File: src/rtl/hsf_pkg.sv
package hsf_pkg;
    localparam int LANE_W  = 8;
    localparam int LANES   = 3;
    localparam int CODE_W  = LANE_W * LANES;
    localparam int IDX_W   = 9;
    localparam int SEL_W   = $clog2(LANE_W);
    localparam logic [LANE_W-1:0] PAIR_LOW = 8'h55;

    typedef enum logic [1:0] {
        FIX_CLEAN     = 2'd0,
        FIX_DONE      = 2'd1,
        FIX_CODE_ONLY = 2'd2,
        FIX_FATAL     = 2'd3
    } fix_status_t;

    typedef enum logic [1:0] {
        S_IDLE   = 2'd0,
        S_FETCH  = 2'd1,
        S_PATCH  = 2'd2,
        S_REPORT = 2'd3
    } fsm_state_t;

    typedef struct packed {
        fix_status_t       status;
        logic              repair;
        logic [IDX_W-1:0]  byte_idx;
        logic [SEL_W-1:0]  bit_idx;
    } verdict_t;
endpackage

File: src/rtl/hsf_classify.sv
module hsf_classify
    import hsf_pkg::*;
(
    input  logic [CODE_W-1:0] stored_code,
    input  logic [CODE_W-1:0] calc_code,
    input  logic              ignore_unset,
    output verdict_t          verdict
);
    logic [CODE_W-1:0] syn;
    logic [LANES-1:0]  lane_ok;
    logic              erased;
    logic              lone_bit;

    assign syn      = stored_code ^ calc_code;
    assign erased   = &stored_code;
    assign lone_bit = $onehot(syn);

    for (genvar g = 0; g < LANES; g++) begin : g_lane
        logic [LANE_W-1:0] lane;
        assign lane       = syn[g*LANE_W +: LANE_W];
        assign lane_ok[g] = ((lane ^ (lane >> 1)) & PAIR_LOW) == PAIR_LOW;
    end

    always_comb begin
        verdict          = '0;
        verdict.status   = FIX_CLEAN;
        if (syn == '0) begin
            verdict.status = FIX_CLEAN;
        end else if (erased && ignore_unset) begin
            verdict.status = FIX_CLEAN;
        end else if (&lane_ok) begin
            verdict.status   = FIX_DONE;
            verdict.repair   = 1'b1;
            verdict.bit_idx  = {syn[23], syn[21], syn[19]};
            verdict.byte_idx = {syn[17],
                                syn[15], syn[13], syn[11], syn[9],
                                syn[7],  syn[5],  syn[3],  syn[1]};
        end else if (lone_bit) begin
            verdict.status = FIX_CODE_ONLY;
        end else begin
            verdict.status = FIX_FATAL;
        end
    end
endmodule

File: src/rtl/hsf_sequencer.sv
module hsf_sequencer
    import hsf_pkg::*;
(
    input  logic              clk,
    input  logic              rst_n,
    input  logic              start,
    input  verdict_t          verdict,
    input  logic [LANE_W-1:0] buf_rdata,
    output logic              done,
    output logic [1:0]        status,
    output logic [IDX_W-1:0]  byte_idx,
    output logic [SEL_W-1:0]  bit_idx,
    output logic              buf_rd_en,
    output logic              buf_wr_en,
    output logic [IDX_W-1:0]  buf_addr,
    output logic [LANE_W-1:0] buf_wdata
);
    fsm_state_t state_q, state_d;
    verdict_t   held_q;
    logic       accept;

    assign accept = (state_q == S_IDLE) && start;

    always_comb begin
        state_d = state_q;
        unique case (state_q)
            S_IDLE:   if (start) state_d = verdict.repair ? S_FETCH : S_REPORT;
            S_FETCH:  state_d = S_PATCH;
            S_PATCH:  state_d = S_REPORT;
            S_REPORT: state_d = S_IDLE;
        endcase
    end

    always_ff @(posedge clk) begin
        if (!rst_n) state_q <= S_IDLE;
        else        state_q <= state_d;
    end

    always_ff @(posedge clk) begin
        if (!rst_n)      held_q <= '0;
        else if (accept) held_q <= verdict;
    end

    always_comb begin
        done      = (state_q == S_REPORT);
        buf_rd_en = (state_q == S_FETCH);
        buf_wr_en = (state_q == S_PATCH);
        buf_addr  = held_q.byte_idx;
        buf_wdata = buf_rdata ^ (LANE_W'(1) << held_q.bit_idx);
        status    = held_q.status;
        byte_idx  = held_q.byte_idx;
        bit_idx   = held_q.bit_idx;
    end
endmodule

File: src/rtl/hamming_sector_fixer.sv
module hamming_sector_fixer
    import hsf_pkg::*;
(
    input  logic              clk,
    input  logic              rst_n,
    input  logic              start,
    input  logic [CODE_W-1:0] stored_code,
    input  logic [CODE_W-1:0] calc_code,
    input  logic              ignore_unset,
    output logic              done,
    output logic [1:0]        status,
    output logic [IDX_W-1:0]  byte_idx,
    output logic [SEL_W-1:0]  bit_idx,
    output logic              buf_rd_en,
    output logic              buf_wr_en,
    output logic [IDX_W-1:0]  buf_addr,
    output logic [LANE_W-1:0] buf_wdata,
    input  logic [LANE_W-1:0] buf_rdata
);
    verdict_t verdict;

    hsf_classify u_classify (
        .stored_code (stored_code),
        .calc_code   (calc_code),
        .ignore_unset(ignore_unset),
        .verdict     (verdict)
    );

    hsf_sequencer u_seq (
        .clk      (clk),
        .rst_n    (rst_n),
        .start    (start),
        .verdict  (verdict),
        .buf_rdata(buf_rdata),
        .done     (done),
        .status   (status),
        .byte_idx (byte_idx),
        .bit_idx  (bit_idx),
        .buf_rd_en(buf_rd_en),
        .buf_wr_en(buf_wr_en),
        .buf_addr (buf_addr),
        .buf_wdata(buf_wdata)
    );
endmodule

File: config.mk
export PLATFORM = sky130hd
export DESIGN_NAME = hamming_sector_fixer
export DESIGN_NICKNAME = d
export VERILOG_FILES = /design/src/rtl/hsf_pkg.sv /design/src/rtl/hsf_classify.sv /design/src/rtl/hsf_sequencer.sv /design/src/rtl/hamming_sector_fixer.sv
export SDC_FILE = /design/constraint.sdc
export NUM_CORES = 1
export LEC_CHECK = 0
export ABC_AREA = 1
export BUFFER_PORTS_ARGS = -buffer_cell sky130_fd_sc_hd__buf_2
export CELL_PAD_IN_SITES_DETAIL_PLACEMENT = 1
export CELL_PAD_IN_SITES_GLOBAL_PLACEMENT = 2
export CORE_AREA = 2 2 93 95
export CTS_BUF_LIST = sky130_fd_sc_hd__clkbuf_8
export DETAILED_ROUTE_END_ITERATION = 12
export DIE_AREA = 0 0 95 97
export PLACE_DENSITY = 0.91
export SYNTH_ARGS = -nofsm -noshare
export SYNTH_HDL_FRONTEND = slang
export SYNTH_SLANG_ARGS = --single-unit
File: constraint.sdc
create_clock -name clk -period 11.4 [get_ports clk]
set_clock_uncertainty 0.1 [all_clocks]
set_input_delay 2.85 -clock clk [delete_from_list [all_inputs] [get_ports clk]]
set_output_delay 2.85 -clock clk [all_outputs]
set_load 0.01 [all_outputs]
After elaboration in Yosys (flattened, before gate mapping)
Cells that the tools add are included.

cells by class
  reductions and logical operators = 6
  bitwise gates (word level) = 5
  multiplexer cells = 10
  equal/unequal tests = 8
  shift-type cells = 1
  add/sub/neg operators = 23

operators with widths
  operator             count
  $add 5x5->5          11
  $mux 13              3
  $add 1x1->2          12
  $logic_not 24->1     1
  $reduce_and 24->1    1
  $xor 24x24->24       1
  $xor 7x7->7          3
  $eq 4x4->1 const B   3
  $mux 2               5
  $pmux 2 s4           1
  $shl 1x3->8 const A  1
  $xor 8x8->8          1
  $eq 5x1->1 const B   1
  $eq 2x2->1 const B   2
  $reduce_and 3->1     1
  $eq 2x1->1 const B   1
  $logic_and 1x1->1    2
  $logic_not 2->1      1
  $ne 2x2->1 const B   1
  $mux 1               1

storage, ports and cells
  input bits = 60
  output and inout bits = 34
  logic and storage cells = 57
  flip-flop bits (word level) = 16

Longest topological paths before layout
Gate-level depths: netlist (run 1).

  word-level depth = 11
  gate-level depth with buffers = 24
  mapped depth without buffers = 24

Hierarchy
Synthesis (run 1) repeated with hierarchy kept, for this count alone.

second synthesis, totals
  cell total of the unflattened synthesis = 301
  area total of the unflattened synthesis = 2155.8 um^2

modules (own cells, without submodules)
  module         sequential area each (um^2)  times used  cells each  area an instance (um^2)
  hsf_classify   0.0                          1           162         1199.9
  hsf_sequencer  320.3                        1           139         955.9

Least setup slack after synthesis (run 1)
OpenSTA, ideal clock, no wires.

  path kind = input to register
  start point = input port calc_code[3]
  end point = register u_seq.held_q, in the netlist u_seq.status[0]
  slack = 4.058 ns
  buffers on the path = 0
  required time = 11.172 ns
  stages = 22
  data arrival time = 7.115 ns
  library setup time = 0.128 ns
  cells stage by stage = xnor2_1 inv_1 ha_1 inv_1 fa_1 inv_1 fa_1 inv_1 fa_1 fa_1 fa_1 inv_1 ha_1 fa_1 inv_1 nand3b_1 nor2_1 nand2_1 nor2_1 nor2_1 nor2_1 nor2_1

between the ends
  cells in the longest elaborated chain, start to end = 11
  elaborated cells on any way between the ends = 15
  those cells by class = add/sub: 5; eq/ne: 2; mux: 4; bitwise: 2; reduce/logical: 2

RTL lines
  item                                             RTL line                   source
  start: declaration                               hamming_sector_fixer.sv:8  input logic [CODE_W-1:0] calc_code,
  $xor 24x24->24 *                                 hsf_classify.sv:14         assign syn = stored_code ^ calc_code;
  $add 1x1->2 (not written as such)                hsf_classify.sv:16         assign lone_bit = $onehot(syn);
  $add 5x5->5 (not written as such) (4 in series)  hsf_classify.sv:16
  $eq 5x1->1                                       hsf_classify.sv:16
  $mux 1                                           hsf_classify.sv:38         end else if (lone_bit) begin
  $mux 2                                           hsf_classify.sv:31         end else if (&lane_ok) begin
  $mux 2                                           hsf_classify.sv:29         end else if (erased && ignore_unset) begin
  $mux 2 *                                         hsf_classify.sv:27         if (syn == '0) begin
  end signal: assignment                           hsf_sequencer.sv:41        else if (accept) held_q <= verdict;
  end: declaration                                 hsf_sequencer.sv:19        verdict_t held_q;

Every way passes the cells marked *; elsewhere a longest branch is shown, timed or not.
A chain may end at the register's enable or synchronous reset.

Worst setup path after layout (run 1)
Same ends and word-level chain as after synthesis.

==> results of run 1 <==
==> cells in the final DEF (no fill, tap or decap) <==
master / count
buf_2: 93
inv_1: 71
nand2_1: 45
ha_1: 36
xnor2_1: 28
nor2_1: 19
fa_1: 19
dfxtp_1: 16
a21oi_1: 15
nand4_1: 14
nand3_1: 13
xor2_1: 5
clkbuf_8: 4
nor2_4: 3
nand2_2: 3
nor2_2: 2
nand3_2: 2
o21ai_0: 2
inv_2: 1
nor2b_4: 1
nand3b_1: 1
nor3_1: 1
a211oi_1: 1
==> worst max-delay path by stage <==
stage	endpoint	cells past startpoint	slack, ps
detailed placement	u_seq.status[0]$_SDFFE_PN0P_	23	3590
CTS	u_seq.status[0]$_SDFFE_PN0P_	23	3850
finish	u_seq.status[0]$_SDFFE_PN0P_	23	3890
floorplan	u_seq.status[0]$_SDFFE_PN0P_	22	4060
global route	u_seq.status[0]$_SDFFE_PN0P_	23	3630
global placement	u_seq.status[0]$_SDFFE_PN0P_	23	3730
==> area by class of cell <==
cell class                      instances  share of cell area [%]
Inverter                               72                    9.13
Timing Repair Buffer                   93                    15.7
Sequential cell                        16                    10.8
Tap cell                              105                    4.44
Clock buffer                            4                    1.86
Multi-Input combinational cell        210                    58.0
==> flip-flops by register name, summed over array words and instances (netlist names) <==
signal	count
u_seq.buf_addr	9
u_seq.bit_idx	3
u_seq.state_q	2
u_seq.status	2
==> per-layer routing <==
| layer | share of wire, % | wire (um) |
|---|---|---|
| met5 | 0 | 0 |
| met4 | 1.6 | 104 |
| met3 | 3.7 | 247 |
| met2 | 53 | 3530 |
| met1 | 42 | 2770 |
==> worst max-delay path, cell delays in order <==
cell and delay [ps]:
buf_2 100, xnor2_1 200, inv_1 110, ha_1 330, inv_1 70, fa_1 550
inv_1 60, fa_1 500, inv_1 50, fa_1 380, fa_1 500, fa_1 540
inv_1 40, ha_1 220, fa_1 430, inv_1 60, nand3b_1 70, nor2_1 100
nand2_1 60, nor2_1 110, nor2_1 50, nor2_1 90, nor2_1 50
==> stage by stage <==
step,util [%],hold WS [ps],setup WS [ps],area (um2)
6_report,36.4,369,3890,2960
5_1_grt,36.4,387,3630,2960
4_1_cts,36.4,373,3850,2960
3_5_place_dp,35.7,363,3590,2900
3_3_place_gp,35.7,357,3730,2900
2_1_floorplan,-,390,4060,2400
==> power breakdown <==
part           total [mW]  switching (mW)  internal [mW]  leakage, nW
registers          0.0663         0.00460         0.0617        0.130
logic               0.520           0.294          0.225         1.40
clock network      0.0522          0.0215         0.0307       0.0288
==> Yosys cell counts, drive strengths merged <==
master   n
nor2    24
nand2   48
buf     11
nand3   15
inv     72
ha      36
a21oi   15
nor3     1
nor2b    1
nand4   14
xor2     5
nand3b   1
a211oi   1
dfxtp   16
fa      19
o21ai    2
xnor2   28
clkbuf   2
==> cells by family (layout without fill, tap and decap cells) <==
logic type,Yosys count,count (layout)
xor+xnor,33,33
flops,16,16
simple gates,104,104
buf+inv,85,169
fa+ha+maj,55,55
compound gates,18,18
==> results.yml, run 1 <==
logic_synthesis:
  synth_area_leaders: "ha_1 19%, fa_1 16%, dfxtp_1 13%"
  synth_top_area_share_pct: 18.8
  syn_avg_cell_area_um2: 7.72
  yosysSeqAreaShare_pct: 13.3
  muxShareOfSynthArea_pct: 0
  synthAdderAreaFrac_pct: 34.6
  synth_top_cell_by_area: "ha_1"
  syn_nets: 426
  synth_warnings: 0
  synth_compound_area_share_pct: 3.86
  syn_area_um2: 2400
  ys_ff_latch: 16
  synthesis.instances: 311
  synth_xor_xnor_area_share_pct: 12.0
  yosys.area_share.simple_pct: 21.0
  synth_top_family_by_area: "adder cells"
  yosysUniqueCellTypes: 24
final_layout:
  syn_to_final_growth_pct: 23.2
  n_fill_cell: 1037
  multi_input_area_um2: 1720
  finalNonFillerCells: 500
  drive_gt1_share_pct: 27.6
  nNetsFinal: 511
  seqCellArea_um2: 320
  diodes: 0
critical_path:
  r2r-end: "u_seq.status[0]$_SDFFE_PN0P_"
  startpoint_type: "input pin"
  arrival_ps: 7530
  path_max_fanout: 2
  worst_r2r_path_depth: 8
  startpoint: "calc_code[3]"
  r2r_start: "u_seq.state_q[1]$_SDFFE_PN0P_"
  r2r_slack_ps: 9430
  cp-end-kind: "flip-flop"
  worst-setup-path-type: "input pin to flip-flop"
  required_ps: 11430
routing:
  dr_total_vias: 2195
  ant_nets: 0
  routed_wl_um: 6660
  drc: 0
  wl_per_cell_um: 13.3
  via_per_inst: 4.39
  dr.pass1.iters: 4
  drtIter0Drc: 44
clocking:
  cts_hold_buf: 0
  clk_transition_reported_paths_ps: 70
  cts_tree: "done"
  insertion_delay_ps: 250
  cts_buffers: 3
  htreeDepth: 1
  clock-sinks: 16
  ctsResizeCount: 0
  postCtsSetupBuffers: 0
  cts_buffer_depth: 2
  cts_root_buf: "clkbuf_8"
timing:
  hold_viol_final: 0
  fin_tns_setup_ps: 0
  setup_viol_count_final: 0
  post-route-period-util_pct: 65.8
  timing.fmax_mhz: 133
  drv_slew: 0
  rsz0062_at_grt: "no"
  max-slew-margin-rel_pct: 67.8
  tightest_slew_ps: 482
  period_needed_ps: 7510
place:
  dp_cells: 496
  place.gp.congestion: 0.853
  portBuffers: 93
  dp_hpwl_um: 6100
global_route:
  grt_use_met3_pct: 1.48
  met2_usage_pct: 27.6
  overflow: 0
  met1_usage_pct: 18.7
  antenna_found_initial: 0
  grt_first_pass_wirelength_um: 11100
  grt_pass1_vias: 2353
  grt_max_degree: 16
  track_usage_pct: 15.1
  grt.busiest_layer: "met2"
floorplanning:
  start_util_pct: 29.5
  die_y_um: 97
  std_cell_rows: 33
  dieWidth_um: 95
  dieArea_um2: 9220
  core-area_um2: 8130
  io_pins: 94
hold_path:
  min_path_cells: 2
  hold_path.class: "flip-flop to flip-flop"
  worstHoldStart: "u_seq.status[1]$_SDFFE_PN0P_"
  worstHoldEndpoint: "u_seq.status[1]$_SDFFE_PN0P_"
power_and_ir_drop:
  vdd_ir_drop_max_uv: 113
  power_density_nw_per_um2: 216
  leakage_nw: 1.56
  power.total_mw: 0.638
flow_run:
  maxCapViolCount: 0
status:
  status: "completed"
Power figures use the tool's default switching activity.
==> run 2: changes to the inputs <==
--- a/config.mk
+++ b/config.mk
@@ -9,11 +9,11 @@
 export BUFFER_PORTS_ARGS = -buffer_cell sky130_fd_sc_hd__buf_2
 export CELL_PAD_IN_SITES_DETAIL_PLACEMENT = 1
 export CELL_PAD_IN_SITES_GLOBAL_PLACEMENT = 2
-export CORE_AREA = 2 2 93 95
+export CORE_AREA = 2 2 102 104
 export CTS_BUF_LIST = sky130_fd_sc_hd__clkbuf_8
 export DETAILED_ROUTE_END_ITERATION = 12
-export DIE_AREA = 0 0 95 97
-export PLACE_DENSITY = 0.91
+export DIE_AREA = 0 0 104 106
+export PLACE_DENSITY = 0.81
 export SYNTH_ARGS = -nofsm -noshare
 export SYNTH_HDL_FRONTEND = slang
 export SYNTH_SLANG_ARGS = --single-unit
==> constraint.sdc (replaced) <==
create_clock -name clk -period 6.7 [get_ports clk]
set_clock_uncertainty 0.1 [all_clocks]
set_input_delay 1.675 -clock clk [delete_from_list [all_inputs] [get_ports clk]]
set_output_delay 1.675 -clock clk [all_outputs]
set_load 0.01 [all_outputs]
==> run 2 against run 1 <==
Clock power up 34%. Total power up 75%. Combinational power up 80%. First-iteration DRC count down 32%. Utilization down 6.5 points. Cell count up 6.0%. Highest routed layer unchanged.
==> results.yml, run 2 (synthesis gave the netlist of run 1 again) <==
status:
  status: "completed"
floorplanning:
  die_y_um: 106
  io_pins: 94
  std_cell_rows: 37
  start_util_pct: 24.0
  dieArea_um2: 11000
  core-area_um2: 10000
  dieWidth_um: 104
critical_path:
  path_max_fanout: 2
  critical_path.max_stage_delay_ps: 560
  arrival_ps: 6350
  cp-end-kind: "flip-flop"
  r2r_start: "u_seq.state_q[1]$_SDFFE_PN0P_"
  slowest_stage: "fa_1"
  startpoint: "calc_code[23]"
  crit_family: "adder cells"
  cp_common_cell: "fa_1"
  startpoint_type: "input pin"
  path_cells: "buf_2 > xnor2_1 > inv_1 > ha_1 > fa_1 > inv_1 > fa_1 > fa_1 > fa_1 > fa_1 > inv_1 > ha_1 > fa_1 > inv_1 > nand3b_1 > nor2_1 > nand2_1 > nor2_1 > nor2_1 > nor2_1 > nor2_1"
  required_ps: 6720
  worst-setup-path-type: "input pin to flip-flop"
  worst-path-buf-inv: 5
timing:
  setup_viol_count_final: 0
  hold_viol_final: 0
  drv_slew: 0
  tightest_slew_ps: 476
  period_needed_ps: 6330
  timing.fmax_mhz: 158
  post-route-period-util_pct: 94.5
  fin_tns_setup_ps: 0
  max-slew-margin-rel_pct: 68.2
  rsz0062_at_grt: "no"
global_route:
  grt_pass1_vias: 2434
  grt_first_pass_wirelength_um: 11300
  track_usage_pct: 12.6
  antenna_found_initial: 0
  grt_max_degree: 16
  overflow: 0
final_layout:
  nNetsFinal: 511
  diodes: 0
  finalNonFillerCells: 530
  most-common-layout-cells: "93 x buf_2, 71 x inv_1, 45 x nand2_1"
  n_fill_cell: 1278
  largest_reg_flops: 9
  drive_gt1_share_pct: 27.4
  layout_commonest_cell: "buf_2"
  syn_to_final_growth_pct: 24.3
power_and_ir_drop:
  vdd_ir_drop_max_uv: 186
  power_density_nw_per_um2: 375
  leakage_nw: 1.55
place:
  dp_cells: 527
  place.gp.congestion: 0.907
  portBuffers: 93
  dp_hpwl_um: 6020
routing:
  dr_total_vias: 2169
  via_per_inst: 4.09
  drc: 0
  ant_nets: 0
  drtIter0Drc: 30
  routed_wl_um: 6500
  dr.pass1.iters: 4
  wl_per_cell_um: 12.3
hold_path:
  hold_path.class: "flip-flop to flip-flop"
  worstHoldStart: "u_seq.status[1]$_SDFFE_PN0P_"
clocking:
  clock-sinks: 16
  insertion_delay_ps: 240
  cts_buffer_depth: 2
  cts_root_buf: "clkbuf_8"
  ctsResizeCount: 0
  clk_transition_reported_paths_ps: 60
  htreeDepth: 1
  postCtsSetupBuffers: 0
  cts_tree: "done"
  cts_buffers: 3
  cts_hold_buf: 0
flow_run:
  maxCapViolCount: 0
run 2: changes by cell type in the layout (fill, tap and decap cells not counted):
cell      change
clkbuf_8      -1
run 2: metal layers:
| layer | wire length, um | track usage (%) | vias to the layer above |
|---|---|---|---|
| met5 | 0 | 0 | - |
| met4 | 195 | 4.63 | 0 |
| met3 | 264 | 1.35 | 13 |
| met2 | 3380 | 24.1 | 53 |
| met1 | 2660 | 14.4 | 1000 |
| li1 | - | - | 1103 |
run 2: power breakdown:
group | leakage, nW | total, mW | internal, mW | switching (mW)
Sequential | 0.130 | 0.112 | 0.105 | 0.00731
Clock | 0.0216 | 0.0700 | 0.0398 | 0.0303
Combinational | 1.40 | 0.937 | 0.396 | 0.541
run 2: area by class of cell:
type	count	area (um2)	share of cell area [%]
clock buffer	3	41.3	1.38
tap	136	170	5.70
sequential	16	320	10.7
timing repair buffer	93	465	15.6
multi-input combinational	210	1720	57.5
inverter	72	270	9.06
run 2: path summary, 6_finish.rpt:
kind                                  endpoint  slack (ps)  cells past startpoint
hold reg to reg   u_seq.status[1]$_SDFFE_PN0P_         360                      2
setup / recovery  u_seq.status[0]$_SDFFE_PN0P_         370                     21
hold / removal    u_seq.status[1]$_SDFFE_PN0P_         360                      2
setup reg to reg  u_seq.status[0]$_SDFFE_PN0P_        4740                      8
run 2: tightest hold or removal path: stages (launching register included):
cell     delay, ps
dfxtp_1        310
nand2_1         60
a21oi_1         50
run 2: metrics by stage:
| step | total power [mW] | util, % | hold WS [ps] | setup slack, ps | area (um2) |
|---|---|---|---|---|---|
| CTS | 1.13 | 29.8 | 368 | 342 | 2980 |
| finish | 1.12 | 29.8 | 363 | 365 | 2980 |
| global placement | 0.972 | 29.4 | 354 | 180 | 2940 |
| floorplan | 0.794 | - | 390 | 533 | 2400 |
| detailed placement | 1.05 | 29.4 | 358 | 115 | 2940 |
| global route | 1.28 | 29.8 | 392 | 72.2 | 2980 |
==> run 3: changes to the inputs <==
--- a/config.mk
+++ b/config.mk
@@ -6,14 +6,14 @@
 export NUM_CORES = 1
 export LEC_CHECK = 0
 export ABC_AREA = 1
-export BUFFER_PORTS_ARGS = -buffer_cell sky130_fd_sc_hd__buf_2
 export CELL_PAD_IN_SITES_DETAIL_PLACEMENT = 1
 export CELL_PAD_IN_SITES_GLOBAL_PLACEMENT = 2
-export CORE_AREA = 2 2 102 104
+export CORE_AREA = 2 2 89 91
 export CTS_BUF_LIST = sky130_fd_sc_hd__clkbuf_8
 export DETAILED_ROUTE_END_ITERATION = 12
-export DIE_AREA = 0 0 104 106
-export PLACE_DENSITY = 0.81
+export DIE_AREA = 0 0 91 93
+export DONT_BUFFER_PORTS = 1
+export PLACE_DENSITY = 0.82
 export SYNTH_ARGS = -nofsm -noshare
 export SYNTH_HDL_FRONTEND = slang
 export SYNTH_SLANG_ARGS = --single-unit
==> run 3 against run 2 <==
Critical path depth decreased by 1. Register-to-register slack got worse by 80 ps. Utilization increased by 3.1 points. Clock power decreased by 1%. Sequential share of layout area increased by 2.2 points. Sequential power increased by 4%. Die area decreased by 23%. Routed wire length decreased by 5.7%. Via count decreased by 14%. Critical path type unchanged. Largest cell class unchanged.
==> results.yml, run 3 (synthesis gave the netlist of run 1 again) <==
status:
  status: "completed"
place:
  portBuffers: 0
  dp_hpwl_um: 5580
  dp_cells: 400
  place.gp.congestion: 0.888
timing:
  rsz0062_at_grt: "no"
  hold_viol_final: 0
  post-route-period-util_pct: 92.1
  fin_tns_setup_ps: 0
  period_needed_ps: 6170
  tightest_slew_ps: 470
  timing.fmax_mhz: 162
  setup_viol_count_final: 0
  drv_slew: 0
  max-slew-margin-rel_pct: 68.7
  hold_ws_ps: 440
floorplanning:
  die_y_um: 93
  start_util_pct: 31.9
  std_cell_rows: 32
  core-area_um2: 7530
  io_pins: 94
  dieWidth_um: 91
  dieArea_um2: 8460
critical_path:
  worst-setup-path-type: "input pin to flip-flop"
  startpoint_type: "input pin"
  required_ps: 6720
  cp-end-kind: "flip-flop"
  arrival_ps: 6180
  path_max_fanout: 2
global_route:
  grt_max_degree: 16
  track_usage_pct: 14.9
  grt.busiest_layer: "met2"
  grt_use_met3_pct: 1.77
  met2_usage_pct: 25.7
  grt_pass1_vias: 2023
  antenna_found_initial: 0
  grt_first_pass_wirelength_um: 10000
  overflow: 0
  met1_usage_pct: 19.9
final_layout:
  diodes: 0
  finalNonFillerCells: 403
  most-common-layout-cells: "71 x inv_1, 45 x nand2_1, 36 x ha_1"
  fin_util_pct: 32.9
  syn_to_final_growth_pct: 3.13
  drive_gt1_share_pct: 4.98
  layout_commonest_cell: "inv_1"
  nNetsFinal: 418
  largest_reg_flops: 9
clocking:
  clock-sinks: 16
  ctsResizeCount: 0
  insertion_delay_ps: 240
  htreeDepth: 1
  postCtsSetupBuffers: 0
  cts_tree: "done"
  clk_transition_reported_paths_ps: 60
  cts_hold_buf: 0
  cts_root_buf: "clkbuf_8"
  cts_buffers: 3
  cts_buffer_depth: 2
flow_run:
  maxCapViolCount: 0
power_and_ir_drop:
  sw_frac_of_total_pct: 50.7
  combPwrFrac_pct: 82.2
  internal_power_mw: 0.515
  pwr-share-seq_pct: 11.2
  power_density_nw_per_um2: 421
  vdd_ir_drop_max_uv: 199
  leakage_nw: 1.15
  power.total_mw: 1.04
  p_clk_share_pct: 6.6
  switching_power_mw: 0.528
routing:
  drc: 0
  ant_nets: 0
  dr_total_vias: 1863
  wl_per_cell_um: 15.2
  via_per_inst: 4.62
  drtIter0Drc: 44
  routed_wl_um: 6130
  dr.pass1.iters: 4
hold_path:
  hold_path.class: "flip-flop to flip-flop"
==> run 3: changes by cell type in the layout (fill, tap and decap cells not counted) <==
cell / previous run / this run
buf_2: 93 / 0
==> run 3: stage by stage <==
stage / instance area (um2) / setup slack [ps]
finish: 2480 / 532
global route: 2480 / 197
CTS: 2480 / 500
detailed placement: 2430 / 256
global placement: 2430 / 315
floorplan: 2400 / 533
==> run 3: critical path, stage by stage <==
cell and delay (ps):
xnor2_1 220, inv_1 100, ha_1 220, fa_1 540, inv_1 70, fa_1 530
fa_1 520, fa_1 520, fa_1 550, inv_1 50, ha_1 210, fa_1 430
inv_1 60, nand3b_1 70, nor2_1 110, nand2_1 50, nor2_1 100, nor2_1 50
nor2_1 80, nor2_1 40
==> run 3: per-layer routing <==
layer | share of wire, % | wire, um | vias to the layer above
met2 | 48 | 2950 | 63
met4 | 1.3 | 82 | 0
met1 | 45 | 2780 | 879
met3 | 5.2 | 318 | 6
met5 | 0 | 0 | -
li1 | - | - | 915
==> run 3: layout make-up <==
cell class	count	area, um2
Clock buffer	3	41.3
Fill cell	961	5050
Inverter	72	270
Multi-Input combinational cell	210	1720
Sequential cell	16	320
Tap cell	102	128
==> run 3: power groups by stage <==
stage | Combinational (mW) | Sequential, mW | Clock (mW)
after global placement | 0.821 | 0.118 | 0
after CTS | 0.882 | 0.116 | 0.0713
after detailed placement | 0.879 | 0.118 | 0
after global routing | 1.02 | 0.117 | 0.0748
after floorplan | 0.679 | 0.115 | 0
final | 0.857 | 0.116 | 0.0693
==> run 3: worst paths after layout <==
path	startpoint	end	slack (ps)	depth (start not counted)
setup / recovery	calc_code[23]	u_seq.status[0]$_SDFFE_PN0P_	530	20
hold / removal	u_seq.status[1]$_SDFFE_PN0P_	u_seq.status[1]$_SDFFE_PN0P_	440	2
hold reg to reg	u_seq.status[1]$_SDFFE_PN0P_	u_seq.status[1]$_SDFFE_PN0P_	440	2
setup reg to reg	u_seq.state_q[0]$_SDFFE_PN0P_	u_seq.buf_addr[1]$_SDFFE_PN0P_	4660	6
